`src/rtl/bcd_cal_pkg.sv`:
```
package bcd_cal_pkg;

   typedef logic [7:0] bcd8_t;

   localparam int NUM_FIELDS = 6;
   localparam int F_SEC  = 0;
   localparam int F_MIN  = 1;
   localparam int F_HOUR = 2;
   localparam int F_DAY  = 3;
   localparam int F_MON  = 4;
   localparam int F_YEAR = 5;

   // one decimal increment; an out-of-range low digit simply carries
   function automatic bcd8_t bcd_next(bcd8_t v);
      if (v[3:0] >= 4'd9) return {v[7:4] + 4'd1, 4'd0};
      else                return {v[7:4], v[3:0] + 4'd1};
   endfunction

   // divisible by four, decided on the two BCD digits directly
   function automatic logic leap_year(bcd8_t y);
      if (y[4]) return (y[3:0] == 4'd2) || (y[3:0] == 4'd6);
      else      return (y[3:0] == 4'd0) || (y[3:0] == 4'd4) || (y[3:0] == 4'd8);
   endfunction

   function automatic bcd8_t month_len(bcd8_t mon, bcd8_t yr);
      case (mon)
         8'h02:                      return leap_year(yr) ? 8'h29 : 8'h28;
         8'h04, 8'h06, 8'h09, 8'h11: return 8'h30;
         default:                    return 8'h31;
      endcase
   endfunction

   function automatic bcd8_t field_first(int idx);
      return (idx == F_DAY || idx == F_MON) ? 8'h01 : 8'h00;
   endfunction

   function automatic bcd8_t field_last(int idx);
      case (idx)
         F_SEC, F_MIN: return 8'h59;
         F_HOUR:       return 8'h23;
         F_MON:        return 8'h12;
         F_YEAR:       return 8'h99;
         default:      return 8'h31;
      endcase
   endfunction

endpackage

```
`src/rtl/bcd_prescaler.sv`:
```
module bcd_prescaler #(
   parameter int DIV = 32768
) (
   input  logic clk,
   input  logic rst_n,
   input  logic clr,
   input  logic run,
   input  logic tick,
   output logic sec_step
);
   localparam int CW = (DIV > 2) ? $clog2(DIV) : 1;
   localparam logic [CW-1:0] LAST = CW'(DIV - 1);

   initial assert (DIV >= 2) else $error("bcd_prescaler: DIV must be at least 2");

   logic [CW-1:0] cnt;

   always_ff @(posedge clk or negedge rst_n) begin
      if (!rst_n)               cnt <= '0;
      else if (clr)             cnt <= '0;
      else if (run && tick)     cnt <= (cnt == LAST) ? '0 : cnt + 1'b1;
   end

   assign sec_step = run & tick & (cnt == LAST);

   assert_cnt_in_range_R4: assert property (@(posedge clk) disable iff (!rst_n)
      cnt <= LAST);
   assert_hold_when_stopped_R3: assert property (@(posedge clk) disable iff (!rst_n)
      (!run && !clr) |=> $stable(cnt));
endmodule

```
`src/rtl/bcd_field.sv`:
```
module bcd_field
   import bcd_cal_pkg::*;
#(
   parameter bcd8_t FIRST = 8'h00
) (
   input  logic  clk,
   input  logic  rst_n,
   input  logic  load,
   input  bcd8_t load_val,
   input  logic  step,
   input  bcd8_t wrap_at,
   output bcd8_t val,
   output logic  carry
);
   assign carry = step & (val == wrap_at);

   always_ff @(posedge clk or negedge rst_n) begin
      if (!rst_n)     val <= FIRST;
      else if (load)  val <= load_val;
      else if (step)  val <= carry ? FIRST : bcd_next(val);
   end

   assert_step_moves_R4: assert property (@(posedge clk) disable iff (!rst_n)
      (step && !load) |=> (val != $past(val)));
endmodule

```
`src/rtl/bcd_calendar.sv`:
```
module bcd_calendar
   import bcd_cal_pkg::*;
#(
   parameter int PRESCALE = 32768
) (
   input  logic       clk,
   input  logic       rst_n,
   input  logic       tick_32k,
   input  logic       run,
   input  logic       load,
   input  logic [7:0] ld_sec,
   input  logic [7:0] ld_min,
   input  logic [7:0] ld_hour,
   input  logic [7:0] ld_day,
   input  logic [7:0] ld_mon,
   input  logic [7:0] ld_year,
   input  logic [7:0] al_sec,
   input  logic [7:0] al_min,
   input  logic [7:0] al_hour,
   input  logic [7:0] al_day,
   input  logic [7:0] al_mon,
   input  logic [7:0] al_year,
   output logic [7:0] tm_sec,
   output logic [7:0] tm_min,
   output logic [7:0] tm_hour,
   output logic [7:0] tm_day,
   output logic [7:0] tm_mon,
   output logic [7:0] tm_year,
   output logic       ev_sec,
   output logic       ev_min,
   output logic       ev_hour,
   output logic       ev_day,
   output logic       alarm_hit
);
   localparam int NF = NUM_FIELDS;

   logic          raw_step, sec_step;
   bcd8_t         fld   [NF];
   bcd8_t         ld_v  [NF];
   logic [NF-1:0] carry;
   logic [NF-1:0] step;
   logic [3:0]    ev_q;

   assign ld_v[F_SEC]  = ld_sec;
   assign ld_v[F_MIN]  = ld_min;
   assign ld_v[F_HOUR] = ld_hour;
   assign ld_v[F_DAY]  = ld_day;
   assign ld_v[F_MON]  = ld_mon;
   assign ld_v[F_YEAR] = ld_year;

   bcd_prescaler #(.DIV(PRESCALE)) u_presc (
      .clk(clk), .rst_n(rst_n), .clr(load), .run(run), .tick(tick_32k),
      .sec_step(raw_step)
   );

   assign sec_step = raw_step & ~load;
   assign step     = {carry[NF-2:0], sec_step};

   for (genvar i = 0; i < NF; i++) begin : g_fld
      bcd8_t wrap_i;
      if (i == F_DAY) begin : g_month_len
         assign wrap_i = month_len(fld[F_MON], fld[F_YEAR]);
      end else begin : g_fixed
         assign wrap_i = field_last(i);
      end
      bcd_field #(.FIRST(field_first(i))) u_field (
         .clk(clk), .rst_n(rst_n), .load(load), .load_val(ld_v[i]),
         .step(step[i]), .wrap_at(wrap_i), .val(fld[i]), .carry(carry[i])
      );
   end

   always_ff @(posedge clk or negedge rst_n) begin
      if (!rst_n) ev_q <= '0;
      else        ev_q <= {carry[F_HOUR], carry[F_MIN], carry[F_SEC], sec_step};
   end

   assign tm_sec  = fld[F_SEC];
   assign tm_min  = fld[F_MIN];
   assign tm_hour = fld[F_HOUR];
   assign tm_day  = fld[F_DAY];
   assign tm_mon  = fld[F_MON];
   assign tm_year = fld[F_YEAR];
   assign ev_sec  = ev_q[0];
   assign ev_min  = ev_q[1];
   assign ev_hour = ev_q[2];
   assign ev_day  = ev_q[3];

   // the match is only meaningful in the cycle a step has just landed
   assign alarm_hit = ev_q[0]
                    & (fld[F_SEC]  == al_sec)  & (fld[F_MIN] == al_min)
                    & (fld[F_HOUR] == al_hour) & (fld[F_DAY] == al_day)
                    & (fld[F_MON]  == al_mon)  & (fld[F_YEAR] == al_year);

   assert_load_all_fields_R2: assert property (@(posedge clk) disable iff (!rst_n)
      load |=> (tm_sec == $past(ld_sec) && tm_min == $past(ld_min) &&
                tm_hour == $past(ld_hour) && tm_day == $past(ld_day) &&
                tm_mon == $past(ld_mon) && tm_year == $past(ld_year)));
   assert_frozen_when_stopped_R3: assert property (@(posedge clk) disable iff (!rst_n)
      (!run && !load) |=> ($stable({tm_sec, tm_min, tm_hour, tm_day, tm_mon, tm_year})
                           && !ev_sec));
   assert_step_needs_tick_R4: assert property (@(posedge clk) disable iff (!rst_n)
      ev_sec |-> ($past(run) && $past(tick_32k) && !$past(load)));
   assert_day_after_midnight_R5: assert property (@(posedge clk) disable iff (!rst_n)
      ev_day |-> (tm_hour == 8'h00 && tm_min == 8'h00 && tm_sec == 8'h00));
   assert_year_wrap_R6: assert property (@(posedge clk) disable iff (!rst_n)
      carry[F_YEAR] |=> (tm_year == 8'h00 && tm_mon == 8'h01 && tm_day == 8'h01));
   assert_min_needs_sec_R7: assert property (@(posedge clk) disable iff (!rst_n)
      ev_min |-> (ev_sec && tm_sec == 8'h00));
   assert_alarm_single_pulse_R8: assert property (@(posedge clk) disable iff (!rst_n)
      alarm_hit |=> !alarm_hit);
   assert_load_beats_step_R9: assert property (@(posedge clk) disable iff (!rst_n)
      load |=> !(ev_sec || ev_min || ev_hour || ev_day));
endmodule

```
`config.mk`:
```
export PLATFORM = sky130hd
export DESIGN_NAME = bcd_calendar
export DESIGN_NICKNAME = d
export VERILOG_FILES = /design/src/rtl/bcd_cal_pkg.sv /design/src/rtl/bcd_prescaler.sv /design/src/rtl/bcd_field.sv /design/src/rtl/bcd_calendar.sv
export SDC_FILE = /design/constraint.sdc
export NUM_CORES = 1
export LEC_CHECK = 0
export BUFFER_PORTS_ARGS = -buffer_cell sky130_fd_sc_hd__buf_4
export CAP_MARGIN = 20
export CORE_UTILIZATION = 56
export CTS_CLUSTER_DIAMETER = 80
export DETAILED_ROUTE_END_ITERATION = 8
export GPL_TIMING_DRIVEN = 0
export PLACE_DENSITY = 0.86
export SYNTH_ARGS = -nofsm -noshare
export SYNTH_HDL_FRONTEND = slang
export SYNTH_SLANG_ARGS = --single-unit
```
`constraint.sdc`:
```
create_clock -name clk -period 7.7 [get_ports clk]
set_input_delay 1.54 -clock clk [delete_from_list [all_inputs] [get_ports clk]]
set_output_delay 1.54 -clock clk [all_outputs]
set_load 0.02 [all_outputs]
```
# Word-level counts from Yosys, hierarchy flattened
# Cells that the tools add are included.
# word_totals
input_bits	101
reg_bits	67
word_cells	127
# classes
muxes	31
eq_ne	22
magnitude_cmp	6
bitwise	16
addsub	13
n_reduce_logical	25
# op_table
operator	count
$mux W8	24
$add A4 B1 Y4 const B	12
$eq A8 B8 Y1	6
$mux W15	3
$ge A4 B4 Y1 const B	6
$reduce_bool A3 Y1	6
$eq A8 B3 Y1 const B	2
$eq A8 B5 Y1 const B	2
$eq A8 B7 Y1 const B	2
$add A15 B1 Y15 const B	1
$and A1 B1 Y1	15
$eq A15 B15 Y1 const B	1
$reduce_bool A2 Y1	7
$reduce_and A2 Y1	6
$pmux W5 S2	1
$eq A4 B3 Y1 const B	2
$eq A8 B2 Y1 const B	1
$eq A8 B4 Y1 const B	1
$eq A8 B6 Y1	1
$eq A8 B6 Y1 const B	1
$eq A8 B8 Y1 const B	1
$eq A4 B2 Y1 const B	1
$eq A4 B4 Y1 const B	1
$logic_not A4 Y1	1
5 further kinds	9

# Depth between registers and ports, before layout
# logic_depth
word_depth	14
mapped_depth	12
depth_no_buf	10

# By module
# From an unflattened synthesis, not the netlist that was laid out.
# hier_totals
hier_cells	633
area_unflattened_um2	5520.3
# by_module_without_submodules
mod	instances	area_per_inst_um2	cells_per_inst
bcd_field at g_fld[0].u_field ...	4	635.6	72
bcd_field at g_fld[3].u_field ...	2	699.4	82
bcd_prescaler	1	825.8	88
bcd_calendar	1	753.2	93

# Least setup slack after synthesis
# Ideal clock, no wire load.
# synth_timing
path_kind	input-to-output
startpoint	input al_sec[3]
endpoint	output alarm_hit
arrival_time_ns	2.836
setup_slack_ns	3.324
stages	5
cell_sequence	xnor2_1 -> nand4_1 -> nor4_1 -> nand3_1 -> nor4_1
# synth_via
elab_chain_len	7
# synth_rtl
element	line	source
from (decl)	bcd_calendar.sv:17	input logic [7:0] al_sec,
$eq A8 B8 Y1	bcd_calendar.sv:90	& (fld[F_SEC] == al_sec) & (fld[F_MIN] == al_min)
$and A1 B1 Y1 (2 in a row)	bcd_calendar.sv:90	
$and A1 B1 Y1 (2 in a row)	bcd_calendar.sv:91	& (fld[F_HOUR] == al_hour) & (fld[F_DAY] == al_day)
$and A1 B1 Y1 (2 in a row)	bcd_calendar.sv:92	& (fld[F_MON] == al_mon) & (fld[F_YEAR] == al_year);
to (decl)	bcd_calendar.sv:33	output logic alarm_hit
# No other way between the ends.

# Final worst setup path
# layout_timing
startpoint	input al_hour[3]
endpoint	output alarm_hit
# layout_via
elab_chain_len	5
# layout_rtl
element	line	source
from (decl)	bcd_calendar.sv:19	input logic [7:0] al_hour,
$eq A8 B8 Y1	bcd_calendar.sv:91	
$and A1 B1 Y1 (2 in a row)	bcd_calendar.sv:91	
$and A1 B1 Y1 (2 in a row)	bcd_calendar.sv:92	
# No other way between the ends.

==> impl_metrics.csv <==
group,metric,value,unit
logic_synthesis,synth_fp_nets,713,
critical_path,cp.required,6.16,ns
logic_synthesis,synth.most_common_cell,"dfrtp_1",
global_route,grt_max_degree,68,
power_and_ir_drop,p_leak,2.994,nW
timing,finalCritPeriodShare,0.6417,
cells_and_area,nNetsFinal,877,
clock_tree,clk_pin_slew_worst_paths,0.08,ns
floorplan,coreArea,8678,µm²
cells_and_area,diodes,0,
cells_and_area,area_growth,30.53,%
critical_path,worstSetupPathType,"input pin to output pin",
logic_synthesis,yosys_warnings,0,
clock_tree,cts_hold_buf,0,
timing,slew_violations,0,
global_route,gr-total-overflow,0,
worst_hold_path,hold_path.class,"flip-flop to flip-flop",
clock_tree,clock-sinks,67,
critical_path,path_delay_family,"simple AND/OR/NAND/NOR gates",
run,maxCapViolCount,0,
drt,antenna_left,0,
global_route,grt_pass1_vias,5030,
clock_tree,cts_tree,"done",
drt,first_iter_violations,384,
critical_path,arrival,3.40,ns
logic_synthesis,async_flop_share,1.000,
cells_and_area,stdcell_count,855,
critical_path,cp-start-kind,"input pin",
floorplan,rows,34,
floorplan,ios,154,
clock_tree,clockRootBuffer,"clkbuf_8",
power_and_ir_drop,power,0.001190,W
drt,drc,0,
logic_synthesis,ys_ff_latch,67,
timing,hold_viol,0,
power_and_ir_drop,ir_worst_vdd,0.1309,mV
timing,tns,0,ns
global_route,grt_pass1_wl,24740,µm
logic_synthesis,syn_area,4975,µm²
timing,setup_slack,2.759,ns
timing,relSlewSlack,0.4158,
logic_synthesis,synth.largest_area_cell,"dfrtp_1",
timing,fmax,0.2024,GHz
global_route,grt_usage,0.3612,
logic_synthesis,synth_area_leaders,"dfrtp_1, ha_1, xnor2_1, xor2_1, a21oi_1",
cells_and_area,post-route-util,0.7483,
floorplan,die_w,96.25,µm
placement,io_buffers,153,
floorplan,dieArea,9264,µm²
logic_synthesis,seq_area_frac_synth,0.3375,
logic_synthesis,synthCells,578,
timing,setup_viol,0,
power_and_ir_drop,power_density,183.3,nW/µm²
clock_tree,ctsHtreeMaxLevel,3,
critical_path,worstPathCellList,"buf_4, xnor2_1, nand4_1, nor4_1, nand3_1, nor4_1, buf_4",
placement,post-dp-hpwl,12390,µm
drt,post_drt_wl_per_cell,19.04,µm
placement,gp_congestion,0.9720,
drt,viasPerCell,6.120,
drt,num_vias,5233,
timing,fin_skew,0.009433,ns
placement,pre_cts_ws,2.877,ns
run_status,status,"finished, final reports clean",
timing,tightest_slew,0.8763,ns
critical_path,setup.worst_path.end_class,"output pin",
placement,dp.cells,839,
logic_synthesis,yosys-top-cells-count,"dfrtp_1, nor2_1, a21oi_1, nand2_1",
critical_path,cpMaxStageDelayCell,"nor4_1",
logic_synthesis,ys_types,67,
timing,rsz0062_at_grt,"false",
global_route,antenna_found_initial,0,
clock_tree,clkLatencyLatePin,0.35,ns
timing,min_period,4.941,ns
floorplan,start_util,0.5732,
cells_and_area,drive_gt1_frac,0.2557,
floorplan,die_height,96.25,µm
drt,wl,16280,µm
logic_synthesis,synth_area_per_cell,8.607,µm²
critical_path,max_stage_delay,0.49,ns
clock_tree,cts_buffer_depth,2,
critical_path,crit_path_max_fanout,1,
logic_synthesis,yosys.area.top_type_share,0.3270,
logic_synthesis,synth_edf_count,0,
logic_synthesis,synthFlopType,"dfrtp_1",
clock_tree,cts_made_buffers,9,
clock_tree,postCtsSetupRepairBufs,0,
drt,first_pass_iters,5,
critical_path,critical_path_buf_inv_count,2,
clock_tree,cts_resized,0,
## stage by stage
step	hold slack, ns	instance area [µm²]
2_1_floorplan	0.4854	4975
3_3_place_gp	0.5094	6259
3_5_place_dp	0.5528	6259
4_1_cts	0.5706	6494
5_1_grt	0.6008	6494
6_report	0.5568	6494
## worst reg2reg max path, stage by stage (launching register included)
cell,delay [ns]
dfrtp_1,0.44
inv_1,0.12
ha_1,0.20
nand4b_1,0.13
nor3_2,0.44
nand4_4,0.28
a211oi_2,0.28
nand3_1,0.28
o21ai_0,0.52
o21ai_0,0.17
a222oi_1,0.25
## area by class of cell
class	count	area, µm²
multi-input cells	457	3088
clock buffers	11	151.4
flip-flops and latches	67	1679
fillers	668	2185
inverters	30	112.6
well taps	108	135.1
clock inverters	5	83.83
repair buffers	153	1149
plain buffers	24	95.09
## logic make-up after synthesis
group           share of synthesized area
compound gates                     0.1906
mux                              0.008049
xor+xnor                           0.1056
simple gates                       0.2309
fa+ha+maj                         0.08551
buf+inv                           0.04175
flops                              0.3375
## final timing paths
check	start	end	slack (ns)	cells past startpoint
worst max-delay path	al_hour[3]	alarm_hit	2.76	7
worst min-delay path	u_presc.cnt[14]	u_presc.cnt[14]	0.56	2
worst max register to register	g_fld[0].u_field.val[1]	g_fld[4].u_field.val[5]	4.48	10
worst min register to register	u_presc.cnt[14]	u_presc.cnt[14]	0.56	2
max in group asynchronous	rst_n	u_presc.cnt[9]	5.83	1
min in group asynchronous	rst_n	g_fld[4].u_field.val[3]	1.29	1
## registers in the layout, indices dropped and copies added (netlist names)
register	count
g_fld.u_field.val	48
ev_q	4
u_presc.cnt	15
## where the power goes
part / switching, W / internal [W]
Combinational: 0.000212 / 0.000169
Sequential: 0.0000709 / 0.000386
Clock: 0.000151 / 0.000201
Total: 0.000434 / 0.000757
## per-layer routing
metal | up-vias | GRT usage | part of all wire
met5 | - | 0 | 0
met4 | 0 | 0.1978 | 0.039
li1 | 2418 | - | -
met1 | 2463 | 0.4357 | 0.38
met3 | 54 | 0.07188 | 0.089
met2 | 298 | 0.6028 | 0.49
## placed cells by master (no fill, tap or decap), types with 3 or more instances in the layout
master | synthesis | layout
nor4_4 | 3 | 3
a21o_1 | 4 | 4
and3_1 | 6 | 6
nor2_1 | 58 | 58
nor4_1 | 8 | 8
mux2i_1 | 4 | 4
nand4_1 | 15 | 15
clkbuf_8 | 0 | 11
a21oi_1 | 45 | 45
o211ai_1 | 4 | 4
a21boi_0 | 4 | 4
nand4b_1 | 3 | 3
and2_1 | 3 | 3
o31ai_1 | 7 | 7
a22oi_1 | 4 | 4
o22ai_1 | 4 | 4
xnor2_1 | 33 | 33
xor2_1 | 27 | 27
nor3b_1 | 5 | 5
nand2b_1 | 7 | 7
a31oi_1 | 7 | 7
nand3_1 | 19 | 19
nor3_1 | 13 | 13
inv_1 | 30 | 30
buf_2 | 4 | 4
nand2_1 | 45 | 45
ha_1 | 34 | 34
o21ai_0 | 34 | 34
or2_2 | 3 | 3
a2bb2oi_1 | 5 | 5
buf_4 | 0 | 153
nand3b_1 | 4 | 4
a211oi_1 | 5 | 5
clkbuf_1 | 19 | 19
dfrtp_1 | 65 | 65
Note: power is estimated with default switching activity, not from simulation.
